File: src/rtl/bnc_pkg.sv
package bnc_pkg;

    typedef enum logic [2:0] {
        OP_OTHER    = 3'd0,
        OP_JABS_REG = 3'd1,
        OP_JABS_IMM = 3'd2,
        OP_JREL_R0  = 3'd3,
        OP_JREL_STG = 3'd4,
        OP_STG_CLR  = 3'd5,
        OP_STG_INC  = 3'd6,
        OP_STG_DEC  = 3'd7
    } bnc_op_e;

    // condition codes for absolute jumps
    localparam logic [1:0] CA_ALWAYS = 2'd0;
    localparam logic [1:0] CA_ZERO   = 2'd1;
    localparam logic [1:0] CA_OVF    = 2'd2;

    // condition codes for relative branches
    localparam logic [1:0] CR_LT = 2'd0;
    localparam logic [1:0] CR_GE = 2'd1;
    localparam logic [1:0] CR_LE = 2'd2;

    typedef struct packed {
        logic lt;
        logic eq;
    } bnc_cmp_t;

    typedef enum logic {
        FETCH_LONG  = 1'b0,
        FETCH_SHORT = 1'b1
    } bnc_fetch_e;

    function automatic logic is_branch(bnc_op_e k);
        return (k == OP_JABS_REG) || (k == OP_JABS_IMM) ||
               (k == OP_JREL_R0)  || (k == OP_JREL_STG);
    endfunction

    function automatic logic is_stage_op(bnc_op_e k);
        return (k == OP_STG_CLR) || (k == OP_STG_INC) || (k == OP_STG_DEC);
    endfunction

    function automatic bnc_fetch_e fetch_class(logic valid, bnc_op_e k, logic alu);
        if (valid && (is_branch(k) || (k == OP_OTHER && alu)))
            return FETCH_SHORT;
        return FETCH_LONG;
    endfunction

endpackage

File: src/rtl/bnc_cond_eval.sv
module bnc_cond_eval
    import bnc_pkg::*;
#(
    parameter int unsigned DATA_W = 16,
    parameter int unsigned STG_W  = 8
) (
    input  bnc_op_e             kind,
    input  logic [1:0]          cond,
    input  logic [DATA_W-1:0]   thresh,
    input  logic [DATA_W-1:0]   r0_val,
    input  logic [STG_W-1:0]    stage,
    input  logic                alu_zero,
    input  logic                alu_ovf,
    output logic                cond_true
);
    localparam int unsigned CMP_W = (DATA_W > STG_W) ? DATA_W : STG_W;

    logic [CMP_W-1:0] r0_ext, stg_ext, thr_ext;
    bnc_cmp_t         r0_cmp, stg_cmp;

    assign r0_ext  = CMP_W'(r0_val);
    assign stg_ext = CMP_W'(stage);
    assign thr_ext = CMP_W'(thresh);

    always_comb begin
        r0_cmp.lt  = r0_ext < thr_ext;
        r0_cmp.eq  = r0_ext == thr_ext;
        stg_cmp.lt = stg_ext < thr_ext;
        stg_cmp.eq = stg_ext == thr_ext;
    end

    always_comb begin
        cond_true = 1'b0;
        unique case (kind)
            OP_JABS_REG, OP_JABS_IMM: begin
                case (cond)
                    CA_ALWAYS: cond_true = 1'b1;
                    CA_ZERO:   cond_true = alu_zero;
                    CA_OVF:    cond_true = alu_ovf;
                    default:   cond_true = 1'b0;
                endcase
            end
            OP_JREL_R0: begin
                case (cond)
                    CR_LT:   cond_true = r0_cmp.lt;
                    CR_GE:   cond_true = !r0_cmp.lt;
                    default: cond_true = 1'b0;
                endcase
            end
            OP_JREL_STG: begin
                case (cond)
                    CR_LT:   cond_true = stg_cmp.lt;
                    CR_GE:   cond_true = !stg_cmp.lt;
                    CR_LE:   cond_true = stg_cmp.lt || stg_cmp.eq;
                    default: cond_true = 1'b0;
                endcase
            end
            default: cond_true = 1'b0;
        endcase
    end

    // reserved code 3 never evaluates true
    always_comb begin
        if (cond == 2'd3)
            a_r12_reserved_cond: assert (!cond_true);
    end

endmodule

File: src/rtl/bnc_target_calc.sv
module bnc_target_calc
    import bnc_pkg::*;
#(
    parameter int unsigned PC_W   = 11,
    parameter int unsigned DATA_W = 16,
    parameter int unsigned IMM_W  = 13,
    parameter int unsigned DISP_W = 10
) (
    input  bnc_op_e             kind,
    input  logic [DATA_W-1:0]   reg_tgt,
    input  logic [IMM_W-1:0]    imm_addr,
    input  logic [DISP_W-1:0]   disp,
    input  logic [PC_W-1:0]     pc_cur,
    output logic [PC_W-1:0]     target
);
    localparam int unsigned IMM_WORD_W  = IMM_W - 2;
    localparam int unsigned DISP_WORD_W = DISP_W - 2;

    logic [PC_W-1:0] reg_word, imm_word, rel_step;
    logic [1:0]      unused_low_bits;

    assign unused_low_bits = imm_addr[1:0] ^ disp[1:0];

    generate
        if (DATA_W > PC_W) begin : g_reg_trunc
            logic [DATA_W-PC_W-1:0] unused_tgt_hi;
            assign unused_tgt_hi = reg_tgt[DATA_W-1:PC_W];
            assign reg_word      = reg_tgt[PC_W-1:0];
        end else begin : g_reg_ext
            assign reg_word = PC_W'(reg_tgt);
        end

        if (IMM_WORD_W >= PC_W) begin : g_imm_trunc
            assign imm_word = imm_addr[PC_W+1:2];
        end else begin : g_imm_ext
            assign imm_word = PC_W'(imm_addr[IMM_W-1:2]);
        end

        // byte displacement / 4, sign preserved
        if (DISP_WORD_W >= PC_W) begin : g_disp_trunc
            assign rel_step = disp[PC_W+1:2];
        end else begin : g_disp_ext
            assign rel_step = {{(PC_W-DISP_WORD_W){disp[DISP_W-1]}}, disp[DISP_W-1:2]};
        end
    endgenerate

    always_comb begin
        unique case (kind)
            OP_JABS_REG:             target = reg_word;
            OP_JABS_IMM:             target = imm_word;
            OP_JREL_R0, OP_JREL_STG: target = pc_cur + rel_step;
            default:                 target = pc_cur + PC_W'(1);
        endcase
    end

endmodule

File: src/rtl/bnc_stage_counter.sv
module bnc_stage_counter
    import bnc_pkg::*;
#(
    parameter int unsigned STG_W = 8
) (
    input  logic              clk,
    input  logic              rst,
    input  logic              op_valid,
    input  bnc_op_e           kind,
    input  logic [STG_W-1:0]  amount,
    output logic [STG_W-1:0]  count
);
    logic [STG_W-1:0] count_d;

    always_comb begin
        count_d = count;
        if (op_valid) begin
            case (kind)
                OP_STG_CLR: count_d = '0;
                OP_STG_INC: count_d = count + amount;
                OP_STG_DEC: count_d = count - amount;
                default:    count_d = count;
            endcase
        end
    end

    always_ff @(posedge clk) begin
        if (rst) count <= '0;
        else     count <= count_d;
    end

    a_r1_reset_zero: assert property (@(posedge clk)
        rst |=> (count == '0));

    a_r2_clear: assert property (@(posedge clk) disable iff (rst)
        (op_valid && kind == OP_STG_CLR) |=> (count == '0));

    a_r3_raise: assert property (@(posedge clk) disable iff (rst)
        (op_valid && kind == OP_STG_INC) |=>
            (count == STG_W'($past(count) + $past(amount))));

    a_r3_lower: assert property (@(posedge clk) disable iff (rst)
        (op_valid && kind == OP_STG_DEC) |=>
            (count == STG_W'($past(count) - $past(amount))));

    a_r12_idle_hold: assert property (@(posedge clk) disable iff (rst)
        (!op_valid) |=> $stable(count));

endmodule

File: src/rtl/loop_branch_unit.sv
module loop_branch_unit
    import bnc_pkg::*;
#(
    parameter int unsigned PC_W   = 11,
    parameter int unsigned DATA_W = 16,
    parameter int unsigned STG_W  = 8,
    parameter int unsigned IMM_W  = 13,
    parameter int unsigned DISP_W = 10
) (
    input  logic              clk,
    input  logic              rst,
    input  logic              op_valid,
    input  logic [2:0]        op_kind,
    input  logic [1:0]        op_cond,
    input  logic              op_alu,
    input  logic [DATA_W-1:0] op_reg_tgt,
    input  logic [IMM_W-1:0]  op_imm_addr,
    input  logic [DISP_W-1:0] op_disp,
    input  logic [DATA_W-1:0] op_thresh,
    input  logic [STG_W-1:0]  op_amount,
    input  logic [DATA_W-1:0] r0_val,
    input  logic              alu_zero,
    input  logic              alu_ovf,
    input  logic [PC_W-1:0]   pc_cur,
    output logic [PC_W-1:0]   pc_next,
    output logic              taken,
    output logic              fetch_short,
    output logic [STG_W-1:0]  stage_count
);
    bnc_op_e          kind;
    logic             cond_true;
    logic [PC_W-1:0]  target;
    logic [PC_W-1:0]  pc_seq;
    bnc_fetch_e       fclass;

    assign kind = bnc_op_e'(op_kind);

    bnc_stage_counter #(.STG_W(STG_W)) i_counter (
        .clk      (clk),
        .rst      (rst),
        .op_valid (op_valid),
        .kind     (kind),
        .amount   (op_amount),
        .count    (stage_count)
    );

    bnc_cond_eval #(.DATA_W(DATA_W), .STG_W(STG_W)) i_cond (
        .kind      (kind),
        .cond      (op_cond),
        .thresh    (op_thresh),
        .r0_val    (r0_val),
        .stage     (stage_count),
        .alu_zero  (alu_zero),
        .alu_ovf   (alu_ovf),
        .cond_true (cond_true)
    );

    bnc_target_calc #(
        .PC_W(PC_W), .DATA_W(DATA_W), .IMM_W(IMM_W), .DISP_W(DISP_W)
    ) i_target (
        .kind     (kind),
        .reg_tgt  (op_reg_tgt),
        .imm_addr (op_imm_addr),
        .disp     (op_disp),
        .pc_cur   (pc_cur),
        .target   (target)
    );

    assign pc_seq      = pc_cur + PC_W'(1);
    assign taken       = op_valid && is_branch(kind) && cond_true;
    assign pc_next     = taken ? target : pc_seq;
    assign fclass      = fetch_class(op_valid, kind, op_alu);
    assign fetch_short = (fclass == FETCH_SHORT);

    a_r11_taken_short: assert property (@(posedge clk) disable iff (rst)
        taken |-> fetch_short);

    a_r12_stage_no_redirect: assert property (@(posedge clk) disable iff (rst)
        (op_valid && is_stage_op(kind)) |-> !taken);

    a_r12_idle_no_redirect: assert property (@(posedge clk) disable iff (rst)
        !op_valid |-> (!taken && !fetch_short));

    a_r6_unconditional: assert property (@(posedge clk) disable iff (rst)
        (op_valid && (kind == OP_JABS_IMM || kind == OP_JABS_REG) &&
         op_cond == CA_ALWAYS) |-> taken);

endmodule

File: config.mk
export PLATFORM = sky130hd
export DESIGN_NAME = loop_branch_unit
export DESIGN_NICKNAME = d
export VERILOG_FILES = /design/src/rtl/bnc_pkg.sv /design/src/rtl/bnc_cond_eval.sv /design/src/rtl/bnc_target_calc.sv /design/src/rtl/bnc_stage_counter.sv /design/src/rtl/loop_branch_unit.sv
export SDC_FILE = /design/constraint.sdc
export NUM_CORES = 1
export LEC_CHECK = 0
export ABC_AREA = 1
export BUFFER_PORTS_ARGS = -buffer_cell sky130_fd_sc_hd__buf_2
export CAP_MARGIN = 20
export CORE_ASPECT_RATIO = 1.1
export CORE_MARGIN = 3
export CORE_UTILIZATION = 30
export DETAILED_ROUTE_END_ITERATION = 7
export PLACE_DENSITY = 0.56
export REMOVE_ABC_BUFFERS = 1
export SLEW_MARGIN = 20
export SYNTH_ARGS = -nofsm -noshare
export SYNTH_HDL_FRONTEND = slang
export SYNTH_SLANG_ARGS = --single-unit
File: constraint.sdc
create_clock -name clk -period 2.23 [get_ports clk]
set_input_delay 0.1115 -clock clk [delete_from_list [all_inputs] [get_ports clk]]
set_output_delay 0.1115 -clock clk [all_outputs]
set_load 0.05 [all_outputs]
==> impl_metrics.json <==
{
  "grt_pass1_vias": 2995,
  "rr_worst_depth": 13,
  "initial_core_util_pct": 31.72,
  "detailed_place_hpwl_um": 7180,
  "synth_top_cell_by_area": "ha_1",
  "design_area_um2": 3909,
  "ios": 122,
  "dieArea_um2": 9790,
  "crit_family": "simple AND/OR/NAND/NOR gates",
  "tightest_slew_ns": 0.3840,
  "grt_pass1_wl_um": 13200,
  "fin_nets": 733,
  "drive_gt1_share_pct": 35.67,
  "critPathSlowestCell": "dfxtp_1",
  "fmax_mhz": 448.4,
  "cts.sinks": 8,
  "crit_top_cell": "nand2_1",
  "finalNonFillerCells": 694,
  "seqPwrFrac_pct": 13.3,
  "final-hold-violation-count": 0,
  "finalSetupViolCount": 1,
  "status": "complete, but fails checks",
  "placed_area_um2": 3432,
  "clk_pin_slew_worst_paths_ns": 0.04,
  "synth_top_area_share_pct": 20.28,
  "yosysWarningCount": 0,
  "dr.first_iter.drc_count": 100,
  "tns_ns": -0.0003300,
  "ys_seq_area_share_pct": 6.181,
  "gp_congestion": 0.8056,
  "wl_um": 8808,
  "path_class": "reg -> out",
  "drc": 0,
  "async_flop_share_pct": 0,
  "worstReg2RegStart": "i_counter.count[0]",
  "synth-main-ff-cell": "dfxtp_1",
  "num_rows": 34,
  "cp_cell_sequence": "ha_1, nand2_2, nor2_4, nand2_1, nand2_1, nand3_1, nand2_1, inv_2, a21oi_4, nand2_4, clkbuf_16, nand3_4, nand2_2, buf_8",
  "synthMostInstantiatedCell": "nand2_1",
  "fp.dieH_um": 103.5,
  "slowest_delay_ns": 0.31,
  "intPower_w": 0.0006146,
  "end_kind": "output port",
  "via_per_inst": 4.744,
  "combPwrFrac_pct": 72.1,
  "fin_crit_sh_pct": 100.0,
  "drt-pass1-iter-count": 4,
  "worst_slack_ns": -0.0003300,
  "synth_commonest_cells": "nand2_1 (132), inv_1 (68), nand3_1 (46)",
  "holdPathEnd": "i_counter.count[3]",
  "numPortBuffers": 112,
  "htreeDepth": 1,
  "place_ws_ns": -0.01405,
  "top_register": "i_counter.count",
  "rsz0062_at_grt": "true",
  "areaGrowthSynthToFinish_pct": 50.85,
  "crit_fanout": 5,
  "hold_path_class": "in -> reg",
  "ys_seq_elements": 8,
  "p_leak_nw": 2.146,
  "place_inst": 686,
  "die_w_um": 94.61,
  "cp_data_required_time_ns": 2.12,
  "clock_power_share_pct": 14.5,
  "holdBufCountCts": 0,
  "fin_skew_ns": 0.001649,
  "ant_nets": 0,
  "p_per_area_nw_per_um2": 299.7,
  "switchingPower_w": 0.0005568,
  "hold_depth": 2,
  "ir_drop_uv": 392.7,
  "r2r_end": "i_counter.count[6]",
  "grt_antenna_before_repair": 0,
  "clk_path_buf_depth": 2,
  "cts_tree": "built",
  "hold_start": "rst",
  "period_needed_ns": 2.230,
  "num_antenna_cells": 0,
  "wl_per_cell_um": 12.69,
  "drv_slew": 0,
  "core_area_um2": 8168,
  "synth_area_um2": 2591,
  "slew_headroom_pct": 74.20,
  "largest_reg_flops": 8,
  "num_vias": 3292,
  "switching_share_pct": 47.53,
  "arrival_ns": 2.12,
  "root_buffer": "clkbuf_8",
  "syn_area_per_cell_um2": 5.784,
  "grt_max_degree": 13,
  "cts_buffers": 3,
  "insertion_delay_ns": 0.23,
  "utilization_pct": 47.86,
  "grt.overflow.total": 0,
  "reg_top3": "i_counter.count: 8 flops",
  "critPathLaunchType": "flip-flop",
  "cap_violations": 0,
  "path_buf_inv": 3,
  "rrSetupSlack_ns": 0.33,
  "synth-edff-count": 0,
  "ys_types": 36,
  "grt_util_all_layers_pct": 16.42,
  "violations": "negative setup slack",
  "yosys-top-cells-area": "ha_1 (20%), nand2_1 (19%), inv_1 (9.9%)",
  "synthCells": 448
}
## worst max-delay path by stage
stage	start	endpoint	slack, ns	depth (start not counted)
after floorplan	i_counter.count[7]	pc_next[0]	-0.19	11
after global placement	op_amount[1]	i_counter.count[7]	0.02	16
after detailed placement	op_amount[0]	i_counter.count[7]	-0.01	16
after CTS	i_counter.count[7]	pc_next[9]	-0.01	14
after global routing	i_counter.count[3]	pc_next[7]	-0.11	16
final	i_counter.count[4]	pc_next[6]	-0.0003	14
## metrics by stage
step / hold WS [ns] / total power (W)
detailed placement: 0.3908 / 0.0008768
finish: 0.1603 / 0.001171
global route: 0.1515 / 0.001279
floorplan: 0.1806 / 0.0006188
global placement: 0.3874 / 0.0008723
CTS: 0.1533 / 0.001069
## repair_timing
item	4_1_cts	5_1_grt
endpoints found under the setup margin	12	12
gates cloned	0	2
gates resized for setup	14	74
setup buffers	0	3
pin swaps	0	23
## placed cells by master, fill, tap and decap left out, types with 11 or more instances in the layout
cell and n:
a21oi_1 35, buf_2 101, buf_4 25, ha_1 36, inv_1 65, inv_2 11, nand2_1 115, nand2_2 16
nand3_1 35, nor2_1 19, o21ai_0 14, xor2_1 14
## cell families after synthesis
| group | Yosys count | synth area share [%] |
|---|---|---|
| AO/OA/AOI/OAI | 67 | 14.63 |
| XOR/XNOR | 19 | 6.422 |
| adder cells (fa/ha/maj) | 44 | 21.83 |
| buffers and inverters | 84 | 12.84 |
| flip-flops | 8 | 6.180 |
| AND/OR/NAND/NOR | 226 | 38.10 |
## power groups by stage
stage	Clock (W)	Combinational [W]	Sequential [W]
after global placement	0	0.000716	0.000156
after detailed placement	0	0.000721	0.000156
final	0.000170	0.000845	0.000156
after global routing	0.000187	0.000936	0.000157
after floorplan	0	0.000439	0.000180
after CTS	0.000175	0.000740	0.000154
## cell type report
cell class	count	area [um^2]
clock buffers	3	41.29
fillers	877	4259
inverters	78	297.8
multi-input cells	357	2372
flip-flops and latches	8	170.2
well taps	108	135.1
repair buffers	140	892.1
## per-layer routing
metal | vias up | part of all wire, % | GRT usage (%)
met1 | 1472 | 44 | 20.74
met2 | 75 | 51 | 31.40
li1 | 1743 | - | -
met5 | - | 0 | 0
met4 | 0 | 0.12 | 1.221
met3 | 2 | 4.7 | 1.447
Power figures use the tool's default switching activity.
